==> src/rtl/tagwipe_pkg.sv <==
package tagwipe_pkg;

    typedef enum logic [2:0] {
        WS_IDLE    = 3'd0,
        WS_KEYREQ  = 3'd1,
        WS_KEYWAIT = 3'd2,
        WS_SWEEP   = 3'd3,
        WS_DONE    = 3'd4
    } wipe_state_e;

    typedef struct packed {
        logic key_refresh;
        logic tag_we;
        logic busy;
        logic done;
    } wipe_ctl_t;

    // Moore decode of the control strobes from the state register.
    function automatic wipe_ctl_t decode_ctl(wipe_state_e s);
        wipe_ctl_t c;
        c.key_refresh = (s == WS_KEYREQ);
        c.tag_we      = (s == WS_SWEEP);
        c.busy        = (s != WS_IDLE);
        c.done        = (s == WS_DONE);
        return c;
    endfunction

    // Next state, given the flush request, key status and sweep end.
    function automatic wipe_state_e next_state(wipe_state_e s, logic flush,
                                              logic key_ok, logic last);
        wipe_state_e n;
        n = s;
        unique case (s)
            WS_IDLE:    n = flush ? WS_KEYREQ : WS_IDLE;
            // A request in the key-request cycle is already being served.
            WS_KEYREQ:  n = WS_KEYWAIT;
            WS_KEYWAIT: n = flush ? WS_KEYREQ : (key_ok ? WS_SWEEP : WS_KEYWAIT);
            WS_SWEEP:   n = flush ? WS_KEYREQ : (last ? WS_DONE : WS_SWEEP);
            WS_DONE:    n = flush ? WS_KEYREQ : WS_IDLE;
            default:    n = WS_IDLE;
        endcase
        return n;
    endfunction

endpackage

==> src/rtl/tagwipe_fsm.sv <==
module tagwipe_fsm
    import tagwipe_pkg::*;
(
    input  logic        clk,
    input  logic        rst,
    input  logic        flush_req,
    input  logic        key_ok,
    input  logic        sweep_last,
    output wipe_state_e state
);

    wipe_state_e state_q;
    wipe_state_e state_d;

    always_comb begin
        state_d = next_state(state_q, flush_req, key_ok, sweep_last);
    end

    // Reset lands in the key-request state: one automatic invalidation.
    always_ff @(posedge clk) begin
        if (rst) begin
            state_q <= WS_KEYREQ;
        end else begin
            state_q <= state_d;
        end
    end

    assign state = state_q;

    // the key-request state never lasts two cycles.
    p_keyreq_once_r2: assert property (@(posedge clk) disable iff (rst)
        (state_q == WS_KEYREQ) |=> (state_q == WS_KEYWAIT));

    // the sweep is entered only from the wait state with a valid key.
    p_sweep_needs_key_r3: assert property (@(posedge clk) disable iff (rst)
        ((state_q == WS_SWEEP) && ($past(state_q) != WS_SWEEP))
            |-> ($past(state_q) == WS_KEYWAIT) && $past(key_ok));

endmodule

==> src/rtl/tagwipe_idx.sv <==
module tagwipe_idx #(
    parameter int NUM_SETS = 64,
    localparam int IDX_W = (NUM_SETS > 1) ? $clog2(NUM_SETS) : 1
) (
    input  logic             clk,
    input  logic             rst,
    input  logic             step,
    output logic [IDX_W-1:0] idx,
    output logic             last
);

    localparam logic [IDX_W-1:0] LAST_IDX = IDX_W'(NUM_SETS - 1);

    logic [IDX_W-1:0] idx_q;

    assign last = (idx_q == LAST_IDX);

    // Counts while stepping; any cycle without a step clears it to zero.
    always_ff @(posedge clk) begin
        if (rst) begin
            idx_q <= '0;
        end else if (step && !last) begin
            idx_q <= idx_q + 1'b1;
        end else begin
            idx_q <= '0;
        end
    end

    assign idx = idx_q;

    // a step from below the end advances by exactly one.
    p_idx_advance_r4: assert property (@(posedge clk) disable iff (rst)
        (step && !last) |=> (idx_q == $past(idx_q) + 1'b1));

endmodule

==> src/rtl/tagwipe_ctrl.sv <==
module tagwipe_ctrl
    import tagwipe_pkg::*;
#(
    parameter int NUM_SETS = 64,
    parameter int TAG_W    = 22,
    localparam int IDX_W   = (NUM_SETS > 1) ? $clog2(NUM_SETS) : 1
) (
    input  logic             clk,
    input  logic             rst,
    input  logic             flush_req_i,
    input  logic             key_ok_i,
    output logic             key_refresh_o,
    output logic [IDX_W-1:0] tag_idx_o,
    output logic             tag_we_o,
    output logic [TAG_W-1:0] tag_wdata_o,
    output logic             busy_o,
    output logic             done_o
);

    localparam logic [IDX_W-1:0] LAST_IDX = IDX_W'(NUM_SETS - 1);

    wipe_state_e      state;
    wipe_ctl_t        ctl;
    logic             sweep_last;
    logic             sweep_step;
    logic [IDX_W-1:0] idx;

    tagwipe_fsm u_fsm (
        .clk        (clk),
        .rst        (rst),
        .flush_req  (flush_req_i),
        .key_ok     (key_ok_i),
        .sweep_last (sweep_last),
        .state      (state)
    );

    // A restart request stops the count so the next sweep begins at zero.
    assign sweep_step = (state == WS_SWEEP) && !flush_req_i;

    tagwipe_idx #(
        .NUM_SETS (NUM_SETS)
    ) u_idx (
        .clk  (clk),
        .rst  (rst),
        .step (sweep_step),
        .idx  (idx),
        .last (sweep_last)
    );

    assign ctl           = decode_ctl(state);
    assign key_refresh_o = ctl.key_refresh;
    assign tag_we_o      = ctl.tag_we;
    assign busy_o        = ctl.busy;
    assign done_o        = ctl.done;
    assign tag_idx_o     = idx;
    assign tag_wdata_o   = '0;

    // the key request is a single-cycle pulse.
    p_key_pulse_r2: assert property (@(posedge clk) disable iff (rst)
        key_refresh_o |=> !key_refresh_o);

    // done is a single-cycle pulse.
    p_done_pulse_r5: assert property (@(posedge clk) disable iff (rst)
        done_o |=> !done_o);

    // done only directly after the last index was written.
    p_done_after_last_r5: assert property (@(posedge clk) disable iff (rst)
        done_o |-> ($past(tag_we_o) && ($past(tag_idx_o) == LAST_IDX)));

    // every sweep starts at index zero.
    p_sweep_from_zero_r7: assert property (@(posedge clk) disable iff (rst)
        $rose(tag_we_o) |-> (tag_idx_o == '0));

    // any activity strobe implies busy.
    p_busy_cover_r6: assert property (@(posedge clk) disable iff (rst)
        (key_refresh_o || tag_we_o || done_o) |-> busy_o);

    // writes follow a key request only after a valid key was seen.
    p_no_write_after_req_r3: assert property (@(posedge clk) disable iff (rst)
        key_refresh_o |=> !tag_we_o);

endmodule

==> config.mk <==
export PLATFORM = sky130hd
export DESIGN_NAME = tagwipe_ctrl
export DESIGN_NICKNAME = d
export VERILOG_FILES = /design/src/rtl/tagwipe_pkg.sv /design/src/rtl/tagwipe_fsm.sv /design/src/rtl/tagwipe_idx.sv /design/src/rtl/tagwipe_ctrl.sv
export SDC_FILE = /design/constraint.sdc
export NUM_CORES = 1
export LEC_CHECK = 0
export BUFFER_PORTS_ARGS = -buffer_cell sky130_fd_sc_hd__buf_4
export CAP_MARGIN = 10
export CORE_MARGIN = 1
export CORE_UTILIZATION = 40
export DETAILED_ROUTE_END_ITERATION = 10
export PLACE_DENSITY = 0.76
export RECOVER_POWER = 100
export SYNTH_ARGS = -nofsm -noshare
export SYNTH_HDL_FRONTEND = slang
export SYNTH_SLANG_ARGS = --single-unit
==> constraint.sdc <==
create_clock -name clk -period 1.95 [get_ports clk]
set_clock_uncertainty 0.15 [all_clocks]
set_input_delay 0.0975 -clock clk [delete_from_list [all_inputs] [get_ports clk]]
set_output_delay 0.0975 -clock clk [all_outputs]
set_load 0.005 [all_outputs]
; ---- Yosys cells after proc, flatten, opt, wreduce, memory -nomap -nowiden
; Index checks and enable logic that the tools add are counted.
[word_totals]
register_bits = 9
input_bits = 4
wordCells = 23
[op_classes]
addsub = 1
n_eq_ne = 5
muxes = 6
bitwise = 1
n_reduce_logical = 8
[op_table]
columns = cell, count
row1 = one-hot mux 3 bit (4 select lines), 1
row2 = two-way mux 3 bit, 3
row3 = adder 6 x 1 -> 6 bit (second input constant), 1
row4 = equality test 3 x 2 -> 1 bit (second input constant), 2
row5 = equality test 6 bit (second input constant), 1
row6 = OR reduction 2 bit, 2
row7 = equality test 3 x 1 -> 1 bit (second input constant), 1
row8 = equality test 3 bit (second input constant), 1
row9 = logical NOT 3 bit, 1
row10 = nonzero test 3 bit, 1
row11 = logical AND 1 bit, 2
row12 = logical NOT 1 bit, 2
row13 = two-way mux 1 bit, 2
row14 = inverter 1 bit, 1

; ---- Longest topological paths before layout
[logic_depth]
word_depth = 5
mapped_depth = 4
mapped_depth_nobuf = 4

; ---- By module
; A second synthesis with hierarchy kept.
[hier_totals]
hier_cells = 68
area_unflattened_um2 = 604.3
[by_module_without_submodules]
columns = module, n_inst, cells_each, area_each_um2
row1 = tagwipe_idx, 1, 26, 241.5
row2 = tagwipe_ctrl, 1, 28, 212.7
row3 = tagwipe_fsm, 1, 14, 150.1

; ---- Worst setup path before layout
; Ideal clock, no wire load.
[synth_timing]
kind = register to register
startpoint = reg u_idx.idx_q[0] (netlist: u_idx.idx[0])
endpoint = reg u_fsm.state_q[0] (netlist: u_fsm.state[0])
t_arrival_ps = 1308
required_ps = 1680
path_slack_ps = 372
stages_incl_launch_ff = 5
path_buffers = 0
period_less_slack_ps = 1578
cell_sequence = dfxtp_1 -> ha_1 -> nand3_2 -> or3_1 -> a211o_1
[synth_via]
elab_chain_len = 4
[synth_rtl]
columns = item, line
row1 = from (decl), tagwipe_idx.sv:14  ; logic [IDX_W-1:0] idx_q;
row2 = from (signal assigned), tagwipe_idx.sv:23  ; idx_q <= idx_q + 1'b1;
row3 = equality test 6 bit, tagwipe_idx.sv:16  ; assign last = (idx_q == LAST_IDX);
row4 = two-way mux 3 bit (2 in series), tagwipe_pkg.sv:38  ; WS_SWEEP: n = flush ? WS_KEYREQ : (last ? WS_DONE : WS_SWEEP);
row5 = one-hot mux 3 bit (4 select lines), tagwipe_pkg.sv:33  ; unique case (s)
row6 = to (signal assigned), tagwipe_fsm.sv:24  ; state_q <= state_d;
row7 = to (decl), tagwipe_fsm.sv:12  ; wipe_state_e state_q;
; Every way passes these cells.
; A chain may end at the register's enable or synchronous reset.

; ---- Final worst setup path
[layout_timing]
startpoint = reg u_idx.idx_q[0] (netlist: u_idx.idx[0])
endpoint = reg u_fsm.state_q[1] (netlist: u_fsm.state[1])
; Same word-level chain as after synthesis.

==> results.md <==
- The number of antenna violations at the first check in global routing is 0.
- Dividing the detail-routed via count by the number of cells gives 4.273.
- The setup slack of the most critical reg-to-reg path is 0.15 ns.
- The largest fanout of any net on the critical path is 5.
- The worst hold path belongs to the class primary input to flop.
- Of the total power, combinational logic draws 0.131.
- The number of buffer cells added on primary ports is 13.
- The post-placement worst setup slack is 0.3204 ns.
- The net switching fraction of the power is 0.2463.
- Of the cells placed in the final design, the portion with a size suffix greater than 1 is 0.1905.
- By area the synthesized netlist is led by dfxtp_1 (32%), buf_4 (30%), nor2_1 (4.1%), nand2_1 (3.4%), or3_1 (3.4%).
- The total power per unit cell area is 624.5 mW/mm^2.
- The total grt overflow is 0.
- The detailed-placement wirelength estimate is 604 um.
- The critical path in this run is classified as flop to flop.
- In this run the cell area of the synthesized design comes to 555.5 um^2.
- CTS placed an instance of clkbuf_4 at the clock tree root.
- The layout-stage area growth over the synthesis result is 12.16%.
- The clock tree buffer depth is 2.
- Synthesis instantiated 22 different standard cells from the library.
- The number of clock sinks is 9.
- The number of synthesized register bits is 9.
- For this block, the initial DRC count from the detailed router was 1.
- The die extent in y is 39.27 um.
- The number of hold violations in the final report came to 0.
- TritonCTS built the clock tree.
- The number of global-route vias before repair is 308.
- Of the total power, the clock network draws 0.359.
- Setup repair after global routing left no endpoint under its margin.
- The overall die width is 39.27 um.
- Once placement completed, the tool counted placed cells totaling 93.
- The critical path data arrival time is 1.79 ns.
- The final-stage net count is 90.
- The commonest cells after synthesis are buf_4 (22), dfxtp_1 (9), nor2_1 (6).
- In this run the remaining antenna-violating nets after routing total 0.
- The worst endpoint required time is 1.94 ns.
- The number of buffers inserted by post-CTS setup repair is 0.
- In the global route stage, overall resource usage came out at 0.1249.
- The area of the die is 0.001542 mm^2.
- The count of synthesis-stage warnings from yosys is 0.
- The filler cell count in the final layout is 139.
- Setup total negative slack on the finished layout was measured at 0 ns.
- STA classifies the critical path endpoint as a flop.
- The leakage component of the power is 0.2829 nW.
- Of the total power, registers draw 0.509.
- The overall power after layout is 389.1 uW.
- The worst-case IR drop observed on VDD is 0.2964 mV.
- The register area share after synthesis is 0.3243.
- The max-slew violation total from the final report is 0.
- The TritonCTS buffer count is 3.
- The floorplan step defined a core boundary enclosing 0.001301 mm^2.
- Averaged over all synthesized cells, the footprint is 8.292 um^2.
- Routability-driven placement finished with a final weighted congestion of 0.6559.
- The final wirelength is 783 um.
- The number of antenna diodes in the final layout is 0.
- For this run, the detailed router's first-pass iteration total came to 3.
- The initial utilization of the core area, before any placement, comes to 0.4269.
- The library cell occupying the most area in the post-synthesis netlist is dfxtp_1.
- Synthesis produced 67 cells.
- The flow ran to the end, and the final reports show no timing, DRC or antenna violations.
- In the synthesized netlist the async set-or-reset flop fraction comes to 0.
- The top-area cell type share of the netlist area is 0.3243.
- In the routed design, unresolved DRC markers number 0.
- The final period utilization is 0.9231.
- Static timing analysis puts the maximum clock frequency at 555.5 MHz.
- The number of flops mapped to enable cells by yosys is 0.
- STA classifies the critical path startpoint as a flop.
- After floorplanning, the core was divided into 13 placement rows.
- In this run the power spent charging and discharging nets is 95.86 uW.
- The post-detailed-route wirelength per cell is 7.909 um.
- The final route contains 423 vias.
- The smallest clock period supported by the final layout is computed as 1.800 ns.
- The filler-free cell count of the finished design is 99.
- The most used flip-flop cell after synthesis is dfxtp_1.
- The max-capacitance violation count is 0.
- After layout, the worst setup slack is 0.1499 ns.
- The number of endpoints failing setup at the final stage is 0.
- The I/O pin count is 36.
- The total number of H-tree levels is 1.
- In the post-synthesis netlist, the cell with the most instances is buf_4.
- The clock transition at the register clock pins on the worst setup and hold paths after CTS is 0.06 ns.
- Cell internal power was estimated by the tool at 293.3 uW.
- The maximum number of pins on one net before global-route repair is 10.
- The clock reaches the later pin of the worst-skew pair after 0.26 ns.
- The global-route wire length before repair is 1262 um.
## path summary, 6_finish.rpt
path	start	end	cells after the start
worst min-delay path	flush_req_i	u_fsm.state[0]	3
worst max register to register	u_idx.idx[0]	u_fsm.state[1]	5
worst min register to register	u_idx.idx[0]	u_idx.idx[0]	1
worst max-delay path	u_idx.idx[0]	u_fsm.state[1]	5
## sequential cells by signal (all words and copies together) (netlist names)
name / count
u_fsm.state: 3
u_idx.idx: 6
## layout make-up
type	instances	area, um^2	share of cell area
Clock buffer	4	26.28	0.04217
Inverter	1	3.754	0.006024
Multi-Input combinational cell	55	280.3	0.4498
Sequential cell	9	180.2	0.2892
Tap cell	15	18.77	0.03012
Timing Repair Buffer	15	113.9	0.1827
## worst max-delay path, stage by stage, from the launching register on
cell and delay [ns]:
dfxtp_1 0.37, ha_1 0.21, nand3_2 0.13, nor3_1 0.21
nor4_1 0.07, dlygate4sd3_1 0.55
## power groups by stage
stage | logic (mW) | registers, mW | clock network, mW
finish | 0.0512 | 0.198 | 0.140
global route | 0.0610 | 0.199 | 0.159
CTS | 0.0530 | 0.198 | 0.145
detailed placement | 0.0483 | 0.202 | 0
global placement | 0.0478 | 0.202 | 0
floorplan | 0.0645 | 0.197 | 0
## cell families after synthesis
kind of cell	synth area share
adders and majority gates	0.02252
AOI/OAI and AO/OA	0.07884
and+or+nand+nor	0.2072
other	0.006750
xor gates and xnor gates	0.04731
buffers and inverters	0.3131
DFF	0.3243
## what timing repair did
item                      in CTS  in global routing
hold endpoints to repair       2                  0
hold buffers                   2                  0
resized for setup              0                  0
## cell usage in the layout, fill, tap and decap left out
| cell type | synthesis | final |
|---|---|---|
| a211o_1 | 1 | 1 |
| a211oi_1 | 1 | 1 |
| a21oi_1 | 2 | 2 |
| and3b_1 | 1 | 1 |
| buf_1 | 0 | 1 |
| buf_4 | 22 | 5 |
| clkbuf_1 | 0 | 1 |
| clkbuf_4 | 0 | 10 |
| conb_1 | 1 | 22 |
| dfxtp_1 | 9 | 9 |
| dlygate4sd3_1 | 0 | 2 |
| ha_1 | 1 | 1 |
| inv_1 | 1 | 1 |
| nand2_1 | 5 | 5 |
| nand3_1 | 1 | 1 |
| nand3_2 | 1 | 1 |
| nor2_1 | 6 | 6 |
| nor3_1 | 2 | 2 |
| nor3b_1 | 2 | 2 |
| nor4_1 | 1 | 1 |
| o211ai_1 | 1 | 1 |
| o21ai_0 | 2 | 2 |
| or3_1 | 3 | 3 |
| xnor2_1 | 1 | 1 |
| xor2_1 | 2 | 2 |
## layer usage
metal	up-vias	track usage	share of wire	routed length, um
met4	0	0.1034	0.019	15
met1	179	0.1419	0.45	352
met5	-	0	0	0
li1	216	-	-	-
met2	26	0.1917	0.42	330
met3	2	0.03409	0.11	84
## stage by stage
| stage | utilization | cell area [um^2] | hold slack (ns) |
|---|---|---|---|
| 5_1_grt | 0.4788 | 623.1 | 0.02196 |
| 2_1_floorplan | - | 634.4 | 0.02550 |
| 3_5_place_dp | 0.4462 | 580.6 | 0.1408 |
| 4_1_cts | 0.4817 | 626.9 | 0.01050 |
| 6_report | 0.4788 | 623.1 | 0.01354 |
| 3_3_place_gp | 0.4462 | 580.6 | 0.1393 |
Note: power is estimated with default switching activity, not from simulation.
